**src/rtl/mbx_pkg.sv**
```systemverilog
package mbx_pkg;
  localparam int PTR_W  = 8;
  localparam int WORD_W = 32;

  typedef enum logic [1:0] {
    ADDR_TXWIN = 2'd0,
    ADDR_RXWIN = 2'd1,
    ADDR_HCTL  = 2'd2,
    ADDR_ESTAT = 2'd3
  } mbxAddr_e;

  typedef struct packed {
    logic txPush;
    logic rxPop;
    logic flush;
  } mbxStrobe_t;
endpackage

```
**src/rtl/mbx_ring.sv**
```systemverilog
module mbx_ring #(
  parameter int DEPTH = 8,
  parameter int PW    = 8,
  parameter int DW    = 32
) (
  input  logic          clk,
  input  logic          rstN,
  input  logic          flush,
  input  logic          push,
  input  logic [DW-1:0] pushData,
  input  logic          pop,
  output logic [DW-1:0] popData,
  output logic [PW-1:0] wptr,
  output logic [PW-1:0] rptr,
  output logic          full,
  output logic          empty
);
  localparam int AW = $clog2(DEPTH);
  localparam logic [PW-1:0] DEPTH_P = PW'(DEPTH);

  logic [DW-1:0] mem [DEPTH];
  logic [PW-1:0] fill;
  logic          doPush, doPop;

  assign fill   = wptr - rptr;
  assign full   = (fill == DEPTH_P);
  assign empty  = (fill == '0);
  assign doPush = push && !full;
  assign doPop  = pop && !empty;
  assign popData = empty ? '0 : mem[rptr[AW-1:0]];

  always_ff @(posedge clk or negedge rstN) begin
    if (!rstN) begin
      wptr <= '0;
      rptr <= '0;
    end else if (flush) begin
      wptr <= '0;
      rptr <= '0;
    end else begin
      if (doPush) wptr <= wptr + 1'b1;
      if (doPop)  rptr <= rptr + 1'b1;
    end
  end

  always_ff @(posedge clk) begin
    if (doPush && !flush) mem[wptr[AW-1:0]] <= pushData;
  end

  // a push against a full ring leaves the write pointer alone
  p_full_drop_r3: assert property (@(posedge clk) disable iff (!rstN)
    (push && full && !flush) |=> (wptr == $past(wptr)));
  // fill level bounded by the depth
  p_no_overflow_r3: assert property (@(posedge clk) disable iff (!rstN)
    (wptr - rptr) <= DEPTH_P);
  // a pop from an empty ring leaves the read pointer alone
  p_empty_pop_r4: assert property (@(posedge clk) disable iff (!rstN)
    (pop && empty && !flush) |=> (rptr == $past(rptr)));
  // an accepted push advances the write pointer by one
  p_wptr_step_r2: assert property (@(posedge clk) disable iff (!rstN)
    (push && !full && !flush) |=> (wptr == $past(wptr) + 1'b1));
endmodule

```
**src/rtl/mbx_datapath.sv**
```systemverilog
module mbx_datapath
  import mbx_pkg::*;
#(
  parameter int DEPTH = 8
) (
  input  logic              clk,
  input  logic              rstN,
  input  mbxStrobe_t        strobe,
  input  logic [WORD_W-1:0] hostWdata,
  input  logic              engPush,
  input  logic [WORD_W-1:0] engPushData,
  input  logic              engPop,
  output logic [WORD_W-1:0] txHead,
  output logic [WORD_W-1:0] rxHead,
  output logic [PTR_W-1:0]  txWptr,
  output logic [PTR_W-1:0]  txRptr,
  output logic [PTR_W-1:0]  rxWptr,
  output logic [PTR_W-1:0]  rxRptr,
  output logic              txFull,
  output logic              txEmpty,
  output logic              rxFull,
  output logic              rxEmpty
);
  // host-to-engine ring
  mbx_ring #(.DEPTH(DEPTH), .PW(PTR_W), .DW(WORD_W)) txRing_i (
    .clk(clk), .rstN(rstN), .flush(strobe.flush),
    .push(strobe.txPush), .pushData(hostWdata),
    .pop(engPop), .popData(txHead),
    .wptr(txWptr), .rptr(txRptr), .full(txFull), .empty(txEmpty)
  );

  // engine-to-host ring
  mbx_ring #(.DEPTH(DEPTH), .PW(PTR_W), .DW(WORD_W)) rxRing_i (
    .clk(clk), .rstN(rstN), .flush(strobe.flush),
    .push(engPush), .pushData(engPushData),
    .pop(strobe.rxPop), .popData(rxHead),
    .wptr(rxWptr), .rptr(rxRptr), .full(rxFull), .empty(rxEmpty)
  );
endmodule

```
**src/rtl/mbx_ctrl.sv**
```systemverilog
module mbx_ctrl
  import mbx_pkg::*;
#(
  parameter int DEPTH = 8
) (
  input  logic              clk,
  input  logic              rstN,
  input  logic [1:0]        hostAddr,
  input  logic              hostWr,
  input  logic              hostRd,
  input  logic [5:0]        ctlWdata,
  output logic [WORD_W-1:0] hostRdata,
  output logic              hostIrq,
  input  logic [WORD_W-1:0] rxHead,
  input  logic [PTR_W-1:0]  txWptr,
  input  logic [PTR_W-1:0]  txRptr,
  input  logic [PTR_W-1:0]  rxWptr,
  input  logic [PTR_W-1:0]  rxRptr,
  input  logic              txFull,
  input  logic              rxFull,
  input  logic              engPush,
  input  logic              engReady,
  input  logic              engRing,
  output mbxStrobe_t        strobe,
  output logic              engDoorbell,
  output logic              engHostReady,
  output logic              engHostReset
);
  localparam logic [7:0] DEPTH_F = 8'(DEPTH);

  logic intEn, intSts, rstReq, hostRdy, txOvf, rxOvf;
  logic ctlWr, rstRise;

  assign ctlWr   = hostWr && (hostAddr == ADDR_HCTL);
  assign rstRise = ctlWr && ctlWdata[3] && !rstReq;

  always_comb begin
    strobe.txPush = hostWr && (hostAddr == ADDR_TXWIN);
    strobe.rxPop  = hostRd && (hostAddr == ADDR_RXWIN);
    strobe.flush  = rstRise;
  end

  always_ff @(posedge clk or negedge rstN) begin
    if (!rstN) begin
      intEn       <= 1'b0;
      intSts      <= 1'b0;
      rstReq      <= 1'b0;
      hostRdy     <= 1'b0;
      txOvf       <= 1'b0;
      rxOvf       <= 1'b0;
      engDoorbell <= 1'b0;
    end else begin
      engDoorbell <= ctlWr && ctlWdata[2];
      if (ctlWr) begin
        intEn   <= ctlWdata[0];
        rstReq  <= ctlWdata[3];
        hostRdy <= rstRise ? 1'b0 : ctlWdata[4];
      end
      // interrupt status: set wins over write-one-to-clear
      if (engRing)                        intSts <= 1'b1;
      else if (ctlWr && ctlWdata[1])      intSts <= 1'b0;
      // host overflow: sticky, write-one-to-clear, flushed by reset request
      if (rstRise)                        txOvf <= 1'b0;
      else if (strobe.txPush && txFull)   txOvf <= 1'b1;
      else if (ctlWr && ctlWdata[5])      txOvf <= 1'b0;
      // engine overflow: sticky until the next reset request
      if (rstRise)                        rxOvf <= 1'b0;
      else if (engPush && rxFull)         rxOvf <= 1'b1;
    end
  end

  always_comb begin
    hostRdata = '0;
    if (hostRd) begin
      unique case (mbxAddr_e'(hostAddr))
        ADDR_TXWIN: hostRdata = '0;
        ADDR_RXWIN: hostRdata = rxHead;
        ADDR_HCTL:  hostRdata = {DEPTH_F, txWptr, txRptr,
                                 2'b00, txOvf, hostRdy, rstReq, 1'b0, intSts, intEn};
        ADDR_ESTAT: hostRdata = {DEPTH_F, rxWptr, rxRptr, 6'b0, rxOvf, engReady};
        default:    hostRdata = '0;
      endcase
    end
  end

  assign hostIrq      = intSts && intEn;
  assign engHostReady = hostRdy;
  assign engHostReset = rstReq;

  // an engine ring pulse always leaves status pending
  p_irq_set_r6: assert property (@(posedge clk) disable iff (!rstN)
    engRing |=> intSts);
  // doorbell only follows a control write carrying the generate bit
  p_doorbell_src_r7: assert property (@(posedge clk) disable iff (!rstN)
    $rose(engDoorbell) |-> $past(ctlWr && ctlWdata[2]));
  // a fresh reset request drops host ready
  p_rst_clears_ready_r8: assert property (@(posedge clk) disable iff (!rstN)
    rstRise |=> !engHostReady);
  // a repeated reset request keeps reset asserted without a flush
  p_rst_hold_r9: assert property (@(posedge clk) disable iff (!rstN)
    (ctlWr && ctlWdata[3] && rstReq) |-> !strobe.flush);
endmodule

```
**src/rtl/mailbox_csr.sv**
```systemverilog
module mailbox_csr
  import mbx_pkg::*;
#(
  parameter int DEPTH = 8
) (
  input  logic        clk,
  input  logic        rstN,
  input  logic [1:0]  hostAddr,
  input  logic        hostWr,
  input  logic        hostRd,
  input  logic [31:0] hostWdata,
  output logic [31:0] hostRdata,
  output logic        hostIrq,
  input  logic        engPush,
  input  logic [31:0] engPushData,
  output logic        engTxFull,
  input  logic        engPop,
  output logic [31:0] engPopData,
  output logic        engRxValid,
  input  logic        engReady,
  input  logic        engRing,
  output logic        engDoorbell,
  output logic        engHostReady,
  output logic        engHostReset
);
  mbxStrobe_t        strobe;
  logic [WORD_W-1:0] rxHead;
  logic [PTR_W-1:0]  txWptr, txRptr, rxWptr, rxRptr;
  logic              txFull, txEmpty, rxFull, rxEmpty;

  mbx_ctrl #(.DEPTH(DEPTH)) ctrl_i (
    .clk(clk), .rstN(rstN),
    .hostAddr(hostAddr), .hostWr(hostWr), .hostRd(hostRd),
    .ctlWdata(hostWdata[5:0]), .hostRdata(hostRdata), .hostIrq(hostIrq),
    .rxHead(rxHead), .txWptr(txWptr), .txRptr(txRptr),
    .rxWptr(rxWptr), .rxRptr(rxRptr), .txFull(txFull), .rxFull(rxFull),
    .engPush(engPush), .engReady(engReady), .engRing(engRing),
    .strobe(strobe), .engDoorbell(engDoorbell),
    .engHostReady(engHostReady), .engHostReset(engHostReset)
  );

  mbx_datapath #(.DEPTH(DEPTH)) data_i (
    .clk(clk), .rstN(rstN), .strobe(strobe), .hostWdata(hostWdata),
    .engPush(engPush), .engPushData(engPushData), .engPop(engPop),
    .txHead(engPopData), .rxHead(rxHead),
    .txWptr(txWptr), .txRptr(txRptr), .rxWptr(rxWptr), .rxRptr(rxRptr),
    .txFull(txFull), .txEmpty(txEmpty), .rxFull(rxFull), .rxEmpty(rxEmpty)
  );

  assign engTxFull  = rxFull;
  assign engRxValid = !txEmpty;
endmodule

```
**config.mk**
```make
export PLATFORM = sky130hd
export DESIGN_NAME = mailbox_csr
export DESIGN_NICKNAME = d
export VERILOG_FILES = /design/src/rtl/mbx_pkg.sv /design/src/rtl/mbx_ring.sv /design/src/rtl/mbx_datapath.sv /design/src/rtl/mbx_ctrl.sv /design/src/rtl/mailbox_csr.sv
export SDC_FILE = /design/constraint.sdc
export NUM_CORES = 1
export LEC_CHECK = 0
export CORE_MARGIN = 2
export CORE_UTILIZATION = 64
export CTS_CLUSTER_SIZE = 25
export DETAILED_ROUTE_END_ITERATION = 12
export MAX_ROUTING_LAYER = met4
export PLACE_DENSITY = 0.85
export SYNTH_ARGS = -nofsm -noshare
export SYNTH_HDL_FRONTEND = slang
export SYNTH_SLANG_ARGS = --single-unit
```
**constraint.sdc**
```tcl
create_clock -name clk -period 13.84 [get_ports clk]
set_input_delay 3.46 -clock clk [delete_from_list [all_inputs] [get_ports clk]]
set_output_delay 3.46 -clock clk [all_outputs]
set_load 0.05 [all_outputs]
```
Word level (Yosys, flattened, before mapping)
Memories as Yosys holds them, arrays and structs flattened.
Cells that the tools add are included.

word-level totals
  word-level logic and storage cells = 81
  memories kept = 2
  output and inout bits = 70
  memory bits (writable) = 512
  input port bits = 74
  flip-flop bits (word level) = 39

memories
  name                 depth  bits a word  read ports  clocked after memory_dff  write ports  RTL line        text
  data_i.rxRing_i.mem  8      32           1           0                         1            mbx_ring.sv:21  logic [DW-1:0] mem [DEPTH];
  data_i.txRing_i.mem  8      32           1           0                         1            mbx_ring.sv:21

operators by class
  reductions and logical operators = 33
  mux-type cells = 24
  equality and inequality tests = 5
  add/sub/neg operators = 6

operators with widths
  kind                                                  count
  case mux 32 bit (4 select lines)                      1
  two-way mux 32 bit                                    3
  two-way mux 8 bit                                     8
  adder 8 x 1 -> 8 bit (second input constant)          4
  logical AND 1 bit                                     17
  equality test 8 x 4 -> 1 bit (second input constant)  2
  logical NOT 8 bit                                     2
  subtractor 8 bit                                      2
  two-way mux 1 bit                                     12
  nonzero test 2 bit                                    6
  logical NOT 1 bit                                     6
  equality test 2 bit (second input constant)           2
  nonzero test 3 bit                                    1
  equality test 2 x 1 -> 1 bit (second input constant)  1
  logical NOT 2 bit                                     1

Logic depth before layout (Yosys ltp)
Gate-level depths: netlist of the first run.

  depth in word-level cells = 8
  mapped depth = 13
  depth with buffers taken out = 9

Modules after synthesis
From an unflattened synthesis of the first run, not the netlist that was laid out.

unflattened totals
  cell total of the unflattened synthesis = 1,297
  area total of the unflattened synthesis = 22,875.7 um^2

by module, submodules not included
  module                       instances  sequential area each (um^2)  cells each  area an instance (um^2)
  mbx_ring at data_i.rxRing_i  1          8,087.8                      589         10,954.3
  mbx_ring at data_i.txRing_i  1          8,087.8                      585         10,936.7
  mbx_ctrl                     1          175.2                        122         980.9
  mailbox_csr                  1          0.0                          1           3.8

Least setup slack after synthesis of the first run
No wires, ideal clock.

  path kind = input -> output
  from = input hostAddr[0]
  to = output hostRdata[3]
  required time = 10.380 ns
  stages = 3
  slack = 5.180 ns
  path buffers = 2
  arrival time = 5.200 ns
  cells stage by stage = clkbuf_1 > clkbuf_1 > o32ai_1

on the way
  cells in the longest elaborated chain, start to end = 3
  elaborated cells between the ends (all ways) = 6
  classes of those cells = 3 x eq/ne; 2 x mux; 1 x reduce/logical

ends and longest elaborated chain
  item                                         RTL line           text
  start, declared                              mailbox_csr.sv:8   input logic [1:0] hostAddr,
  equality test 2 bit (tied with other cells)  mbx_ctrl.sv:75     unique case (mbxAddr_e'(hostAddr))
  case mux 32 bit (4 select lines) (*)         mbx_ctrl.sv:75
  two-way mux 32 bit (*)                       mbx_ctrl.sv:74     if (hostRd) begin
  end, declared                                mailbox_csr.sv:12  output logic [31:0] hostRdata,

Mark *: on every way between the ends. The rest lies on a longest branch, timed or not.

Worst setup path after layout of the first run
Ends and elaborated chain as after synthesis.

==> impl.org, run 1 <==
** Clock tree
- CTS Buf Count :: 52
- CTS tree :: built
- For the worst-skew pair, the clock arrives at the later sink with an insertion delay of 590 ps.
- Bufs on Longest Clock Path :: 3
- Clock root cell :: sky130_fd_sc_hd__clkbuf_16
- Post-CTS setup repair buffer count :: 0
- TritonCTS Sinks :: 551
- The H-tree was split into 2 levels.
- # hold bufs at CTS :: 0
- Clock-pin slew was measured on the worst setup and hold paths at 60 ps.
- Count of instances resized after the clock tree is built :: 0

** Routing
- Residual DRC :: 0
- Via density :: 6.62
- Overall via count from detail_route :: 12,387
- DR pass1 iterations :: 5
- Final WL :: 52.7 mm
- DRC marker count from the first detailed-route iteration :: 1,707
- Once detail routing completed, the nets flagged for antenna violations numbered 0.
- After detailed routing, the average wire length per cell comes to 28.2 um.

** Timing
- The total count of max-transition violations in the final report is 0.
- The worst pin sits at a relative slew slack of 16.6%.
- For the pin with the worst max-slew slack, the measured transition is 1250 ps.
- Final Hold Viols :: 0
- On the final layout, the worst clock skew is 23.9 ps.
- Summed over all failing endpoints, the final setup total negative slack is 0 ps.
- RSZ-0062 raised after global routing :: no
- The final critical path takes up 71.0% of the cycle.
- Setup violations remaining at the end of the flow were counted as 0.
- For this run, the top clock speed supported by timing is 102 MHz.
- Min Clock Period, post-route :: 9820 ps

** Layout
- Of the cells placed in the final design, the portion with a size suffix greater than 1 is 18.6%.
- The finished cells cover 26,200 um^2.
- The area growth from synthesis to layout is 17.0%.
- Summing all multi-input logic gate instances after layout gives 5760 um^2.
- In the final design database the tool counted 1,455 nets.
- Final standard cell utilization of the core :: 75.9%
- The filler cells instantiated in the layout total 1,823.
- Registers take 16,400 um^2.

** Synth
- The share of the Yosys chip area taken by registers is 73.1%.
- Area share of the largest cell type after synthesis :: 68.8%
- Counting flops with an async set or reset pin after synthesis yields a share of 7.08%.
- The most used flip-flop cell after synthesis is sky130_fd_sc_hd__edfxtp_1.
- Cell type contributing the most total cell area after synthesis :: sky130_fd_sc_hd__edfxtp_1
- Synth top area cells :: sky130_fd_sc_hd__edfxtp_1, sky130_fd_sc_hd__mux4_2, sky130_fd_sc_hd__dfrtp_1
- In the synthesized netlist, the cells that appear most often are sky130_fd_sc_hd__edfxtp_1, sky130_fd_sc_hd__mux4_2, sky130_fd_sc_hd__nand2_1.
- Counting flops with a built-in enable in the synthesized netlist gives 512.
- Synthesized area divided by synthesized cell count :: 18.6 um^2
- Count of state elements after synthesis :: 551
- Cells after Synth :: 1,202
- Counting every net in the synthesized netlist gives 1,294.
- The number of different library cells used by synthesis comes to 55.
- Synth warnings :: 0
- Area of the mapped netlist :: 22,400 um^2
- Leading cell type by number of instances after synthesis :: sky130_fd_sc_hd__edfxtp_1

** Power
- In this run the static leakage power is 8.66 nW.
- Pwr/cell area :: 207 nW/um^2
- The worst-case IR drop observed on VDD is 0.000158 V.

** Worst setup path
- STA classifies the critical path startpoint as an input pin.
- The slowest stage of the critical path is the sky130_fd_sc_hd__clkdlybuf4s50_1 cell.
- Worst endpoint data arrival time :: 6360 ps
- The critical path in this run is classified as in2out.
- Startpoint of the worst setup timing path :: hostAddr[0]
- In this run the critical register-to-register path is captured at data_i.rxRing_i.mem[0][2]$_DFFE_PP_.
- The number of buffers and inverters on the critical path is 4.
- The cell family contributing the most delay on the critical path is buffers and inverters.
- Along the worst path, the maximum fanout reaches 26.
- For this run, the slowest stage of the critical path takes 910 ps.
- Walking the worst path, the cells encountered are clkdlybuf4s50_1 -> buf_4 -> and3b_1 -> o31ai_4 -> buf_4 -> o32ai_1 -> clkdlybuf4s50_1.
- The worst setup path is captured at a primary output.
- The critical path crosses 7 cells after its start point.
- Worst R2R Start :: data_i.rxRing_i.rptr[2]$_DFFE_PN0P_
- Worst-case register-to-register setup slack :: 9330 ps
- The worst register-to-register path has a depth of 11.
- At the worst endpoint, the required time is 10,380 ps.
- The most critical setup path has its endpoint at hostRdata[3].

** Worst hold path
- The worst hold path belongs to the class reg2reg.

** Global routing
- After global routing the overflow that remains totals 0.
- Number of global-route vias before repair :: 12,881
- Across every metal layer, demand over resource in global routing totals 30.6%.
- Entering global routing, the biggest net connects 70 pins.
- First-pass GRT wire length :: 78.5 mm
- The initial antenna violation count was 7.

** Floorplan
- Effective utilization at floorplan :: 64.9%
- Die outline area :: 36,400 um^2
- The die is 191 um tall.
- Placement row count :: 68
- For this design the top-level I/O count stands at 144.
- X dimension of the die :: 191 um
- Core footprint :: 34,500 um^2

** Placement
- The congestion estimate from routability-driven global placement came to 0.934.
- During placement, the flow inserted port buffers numbering 143.
- The placed instances occupy a cell area of 24,400 um^2.
- Post-DP HPWL :: 28.3 mm

** Job
- The tool flagged a number of max-cap violations equal to 0.

** Run status
- Result of the run :: completed
-- worst register-to-register path, delay by kind of cell (launching register included) --
kind / cells / cell delay [ps]
simple gates: 2 / 1340
compound gates: 5 / 1180
buf+inv: 3 / 910
fa+ha+maj: 1 / 360
flops: 1 / 330
-- worst min-delay path by stage --
stage,startpoint,endpoint,depth (start not counted)
2_1_floorplan,ctrl_i.intEn$_DFFE_PN0P_,ctrl_i.intEn$_DFFE_PN0P_,2
3_3_place_gp,ctrl_i.rxOvf$_DFFE_PN0P_,ctrl_i.rxOvf$_DFFE_PN0P_,2
3_5_place_dp,ctrl_i.rxOvf$_DFFE_PN0P_,ctrl_i.rxOvf$_DFFE_PN0P_,2
4_1_cts,ctrl_i.rxOvf$_DFFE_PN0P_,ctrl_i.rxOvf$_DFFE_PN0P_,2
5_1_grt,ctrl_i.rxOvf$_DFFE_PN0P_,ctrl_i.rxOvf$_DFFE_PN0P_,2
6_report,ctrl_i.rxOvf$_DFFE_PN0P_,ctrl_i.rxOvf$_DFFE_PN0P_,2
-- power breakdown --
part | internal, W | switching [W]
combinational | 0.000731 | 0.00112
sequential | 0.00199 | 0.000127
clock | 0.000835 | 0.000598
total | 0.00356 | 0.00185
-- per-stage QoR --
step / total power, W / instances / hold slack [ps] / worst slack [ps]
after detailed placement: 0.00397 / 1764 / 504 / 4130
after global placement: 0.00393 / 1764 / 504 / 4190
after global routing: 0.00560 / 1867 / 529 / 3930
after CTS: 0.00542 / 1860 / 515 / 4080
final: 0.00541 / 1870 / 516 / 4020
after floorplan: 0.00342 / 1202 / 458 / 5180
-- flip-flops by register name, summed over array words and instances, names as in the netlist --
signal / cells
ctrl_i.rxOvf: 1
data_i.txRing_i.wptr: 8
data_i.rxRing_i.rptr: 8
ctrl_i.txOvf: 1
ctrl_i.intEn: 1
data_i.rxRing_i.wptr: 8
ctrl_i.intSts: 1
ctrl_i.engHostReset: 1
data_i.txRing_i.rptr: 8
ctrl_i.engHostReady: 1
data_i.txRing_i.mem: 256
ctrl_i.engDoorbell: 1
data_i.rxRing_i.mem: 256
-- final cells by class --
cell class	instances	area share, %
Antenna cell	10	0.0957
Clock buffer	75	5.62
Clock inverter	21	0.995
Inverter	21	0.301
Multi-Input combinational cell	566	22.0
Sequential cell	551	62.6
Tap cell	455	2.18
Timing Repair Buffer	171	6.26
-- kinds of logic (layout without fill, tap and decap cells) --
| family | Yosys count | count (layout) | synth area share, % |
|---|---|---|---|
| AO/OA/AOI/OAI | 145 | 145 | 4.12 |
| flip-flops | 551 | 551 | 73.1 |
| adder cells (fa/ha/maj) | 18 | 18 | 1.01 |
| buffers and inverters | 85 | 288 | 1.61 |
| AND/OR/NAND/NOR | 214 | 214 | 4.56 |
| XOR/XNOR | 14 | 14 | 0.582 |
| other | 0 | 10 | 0 |
| multiplexers | 175 | 175 | 15.0 |
-- layer usage --
layer  vias to the layer above  routed length (um)  track usage, %
met2                       686               27400            49.6
li1                       5195                   -               -
met5                         -                   0               -
met4                         0                2120            13.7
met3                       136                4160            5.03
met1                      6370               19000            38.7
-- cell usage in the layout (no fill, tap or decap), types with 3 or more instances in the layout --
cell type,synthesis,final
sky130_fd_sc_hd__edfxtp_1,512,512
sky130_fd_sc_hd__clkdlybuf4s50_1,0,142
sky130_fd_sc_hd__mux4_2,128,128
sky130_fd_sc_hd__nand2_1,111,111
sky130_fd_sc_hd__a21oi_1,69,69
sky130_fd_sc_hd__clkbuf_16,0,53
sky130_fd_sc_hd__mux2i_1,47,47
sky130_fd_sc_hd__dfrtp_1,39,35
sky130_fd_sc_hd__buf_4,2,28
sky130_fd_sc_hd__inv_1,20,20
sky130_fd_sc_hd__o22ai_1,18,18
sky130_fd_sc_hd__ha_1,18,18
sky130_fd_sc_hd__o21ai_0,16,16
sky130_fd_sc_hd__clkbuf_1,40,16
sky130_fd_sc_hd__or3_1,15,15
sky130_fd_sc_hd__nor2_1,21,14
sky130_fd_sc_hd__nand3_1,11,11
sky130_fd_sc_hd__diode_2,0,10
sky130_fd_sc_hd__o31ai_1,10,10
sky130_fd_sc_hd__xnor2_1,8,8
sky130_fd_sc_hd__nand2b_1,7,7
sky130_fd_sc_hd__nand4_1,7,7
sky130_fd_sc_hd__nor2_4,0,7
sky130_fd_sc_hd__clkinv_2,0,7
sky130_fd_sc_hd__o21a_1,6,6
sky130_fd_sc_hd__nor3_1,12,6
sky130_fd_sc_hd__nor3_2,1,6
sky130_fd_sc_hd__clkbuf_8,0,6
sky130_fd_sc_hd__xor2_1,5,5
sky130_fd_sc_hd__or4_1,5,5
sky130_fd_sc_hd__bufinv_16,0,5
sky130_fd_sc_hd__clkinv_1,0,5
sky130_fd_sc_hd__o21ai_1,4,4
sky130_fd_sc_hd__and3b_1,4,4
sky130_fd_sc_hd__and2_1,4,4
sky130_fd_sc_hd__nor3b_1,5,3
sky130_fd_sc_hd__and3_1,3,3
sky130_fd_sc_hd__o31ai_4,3,3
(Power assumes the default switching activity.)
==> run 2, diff against run 1 <==
--- a/config.mk
+++ b/config.mk
@@ -6,11 +6,11 @@
 export NUM_CORES = 1
 export LEC_CHECK = 0
 export CORE_MARGIN = 2
-export CORE_UTILIZATION = 64
+export CORE_UTILIZATION = 59
 export CTS_CLUSTER_SIZE = 25
 export DETAILED_ROUTE_END_ITERATION = 12
 export MAX_ROUTING_LAYER = met4
-export PLACE_DENSITY = 0.85
+export PLACE_DENSITY = 0.8
 export SYNTH_ARGS = -nofsm -noshare
 export SYNTH_HDL_FRONTEND = slang
 export SYNTH_SLANG_ARGS = --single-unit
==> constraint.sdc (replaced) <==
create_clock -name clk -period 9.6 [get_ports clk]
set_input_delay 2.4 -clock clk [delete_from_list [all_inputs] [get_ports clk]]
set_output_delay 2.4 -clock clk [all_outputs]
set_load 0.05 [all_outputs]
==> impl.org, run 2 (same netlist as run 1, synthesis figures left out) <==
** Global routing
- The first-pass GRT wire length was 75.7 mm (-3.6%).
- Overflow left after global routing :: 0 (unchanged)
- Largest net degree at the start of global routing :: 69 (-1.4%)
- The number of global-route vias before repair was 12,444 (-3.4%).
- Initial antenna violation count :: 5 (-2)
- The overall fraction of global-route tracks in use was 27.4% (-3.1 points).

** Layout
- Layout overhead on the synthesized area :: 17.2%
- Most common library cell in the layout ignoring fill and taps :: sky130_fd_sc_hd__edfxtp_1
- Fill cell instance count of the final layout :: 2,329 (+28%)
- The cell area after layout was 26,200 um^2 (+0.19%).
- Area taken by flip-flops and latches :: 16,400 um^2 (unchanged)
- The top cell types in the final layout, fill and taps aside, are sky130_fd_sc_hd__edfxtp_1, sky130_fd_sc_hd__clkdlybuf4s50_1, sky130_fd_sc_hd__mux4_2.
- The share of final-layout standard cells stronger than drive strength 1 was 18.8% (+0.17 points).
- The area of the multi-input gates was 5760 um^2 (unchanged).
- The final layout net count came to 1,458 (+0.21%).

** Placement
- Number of buffers added on ports :: 143 (unchanged)
- Global placer's final weighted congestion :: 0.948 (+1.6%)
- The instance area after placement was 24,500 um^2 (+0.32%).
- Post-DP HPWL :: 29.5 mm (+4.3%)

** Clock tree
- Clock root cell :: sky130_fd_sc_hd__clkbuf_16
- Count of instances resized after the clock tree is built :: 0 (unchanged)
- The clock net sink count came to 551 (unchanged).
- CTS Buf Count :: 54 (+3.8%)
- # hold bufs at CTS :: 0 (unchanged)
- TritonCTS built the clock tree.
- The clock latency reported for the late side of the worst-skew pair was 610 ps (+20 ps).
- The clock tree buffer depth was 3 (unchanged).
- Post-CTS setup repair buffer count :: 0 (unchanged)
- Clock-pin slew reported for the worst setup and hold paths after clock tree synthesis :: 60 ps (about the same)
- The number of H-tree levels was 2 (unchanged).

** Routing
- Remaining antenna violation count after routing :: 0 (unchanged)
- DR pass1 iterations :: 7 (+2)
- The detailed-route DRC error count was 0 (unchanged).
- The detailed-route wire length is 50.8 mm (-3.5%).
- WL per Instance :: 26.4 um (-6.3%)
- The via count came to 12,119 (-2.2%).
- Via density :: 6.30 (-5.0%)
- DRC marker count from the first detailed-route iteration :: 1,169 (-32%)

** Job
- The max capacitance violation total is 0 (unchanged).

** Timing
- Worst slew slack as a fraction of its limit :: 17.1% (+0.45 points)
- Final-report max-slew violation count :: 0 (unchanged)
- RSZ-0062 raised after global routing :: no
- The slew at the pin closest to its max-slew limit was 1240 ps (-13.5 ps).
- The total of endpoints with negative setup slack in the final report came to 0 (unchanged).
- Part of the cycle the worst path needs :: 79.0%
- The final total negative setup slack came to 0 ps (unchanged).
- Final Hold Viols :: 0 (unchanged)
- Min Clock Period, post-route :: 7580 ps
- The clock tree skew after final layout is 18.0 ps (-5.89 ps).
- Maximum achievable frequency :: 132 MHz
- Worst hold margin :: 520 ps (+4.26 ps)

** Run status
- The run finished with clean final reports.

** Worst setup path
- The critical path required time is 7200 ps (-3180 ps).
- Max FO, Critical Path :: 42 (+62%)
- The depth of the worst register-to-register path came to 9 (-2).
- STA classifies the critical path startpoint as an input pin.
- Crit end category :: primary output
- The arrival time of the worst setup path is 5180 ps (-1180 ps).
- Critical Setup Path Class :: in2out

** Power
- Pwr/cell area :: 296 nW/um^2 (+43%)
- Leakage power :: 8.66 nW (about the same)
- Overall power after layout :: 0.00776 W (+43%)
- The largest vdd supply drop was 0.000179 V (+13%).

** Floorplan
- The die extent in y is 199 um (+4.1%).
- The starting utilization of the core area is 59.6% (-5.2 points).
- The standard-cell row count was 71 (+4.4%).
- The boundary pin count was 144 (unchanged).
- Core footprint :: 37,500 um^2 (+8.8%)
- Die outline area :: 39,500 um^2 (+8.3%)
- X dimension of the die :: 199 um (+4.1%)

** Worst hold path
- Worst hold-check path type :: reg2reg
- The worst hold path cell count came to 1 (-1).
-- run 2: cell count changes in the layout (fill, tap and decap cells not counted), sizes merged --
cell    previous run  this run
clkinv            13        18
inv               23        25
clkbuf            75        71
bufinv             5         4
buf               29        30
diode             10         6
-- run 2: final timing paths --
check / from / to / slack, ps
worst max-delay path: hostAddr[0] / hostRdata[21] / 2020
worst min register to register: ctrl_i.intSts$_DFFE_PN0P_ / ctrl_i.intSts$_DFFE_PN0P_ / 520
min in group asynchronous: rstN / data_i.txRing_i.rptr[1]$_DFFE_PN0P_ / 1930
worst max register to register: data_i.rxRing_i.wptr[1]$_DFFE_PN0P_ / data_i.rxRing_i.mem[0][21]$_DFFE_PP_ / 5170
max in group asynchronous: rstN / data_i.rxRing_i.rptr[0]$_DFFE_PN0P_ / 7010
worst min-delay path: ctrl_i.intSts$_DFFE_PN0P_ / ctrl_i.intSts$_DFFE_PN0P_ / 520
-- run 2: final cells by class --
cell class | instances | share of cell area (%)
flip-flops and latches | 551 | 62.4
multi-input cells | 566 | 22.0
repair buffers | 172 | 6.27
clock buffers | 71 | 5.55
well taps | 511 | 2.44
clock inverters | 27 | 0.979
inverters | 21 | 0.301
diodes | 6 | 0.0573
-- run 2: power by group --
part	leakage (nW)	internal, W	total, W	switching (W)
combinational	2.68	0.00105	0.00265	0.00160
sequential	5.14	0.00287	0.00306	0.000191
clock	0.841	0.00117	0.00204	0.000863
total	8.66	0.00510	0.00776	0.00266
-- run 2: through the flow --
stage	std cells	setup slack, ps	utilization [%]
6_report	1925	2020	69.9
4_1_cts	1919	2030	69.9
3_5_place_dp	1821	2050	65.3
2_1_floorplan	1202	2710	-
3_3_place_gp	1821	2070	65.3
5_1_grt	1924	1940	69.9
-- run 2: critical path: stages --
cell,delay [ps]
sky130_fd_sc_hd__clkdlybuf4s50_1,450
sky130_fd_sc_hd__buf_4,350
sky130_fd_sc_hd__and3b_1,260
sky130_fd_sc_hd__o31ai_4,70
sky130_fd_sc_hd__buf_4,300
sky130_fd_sc_hd__o22ai_1,420
sky130_fd_sc_hd__clkdlybuf4s50_1,900
-- run 2: layer usage --
metal | track usage, % | vias up | routed length [um]
met5 | - | - | 0
met4 | 9.31 | 0 | 1560
met3 | 5.41 | 108 | 3510
met2 | 45.6 | 504 | 26300
met1 | 34.3 | 6309 | 19400
li1 | - | 5198 | -
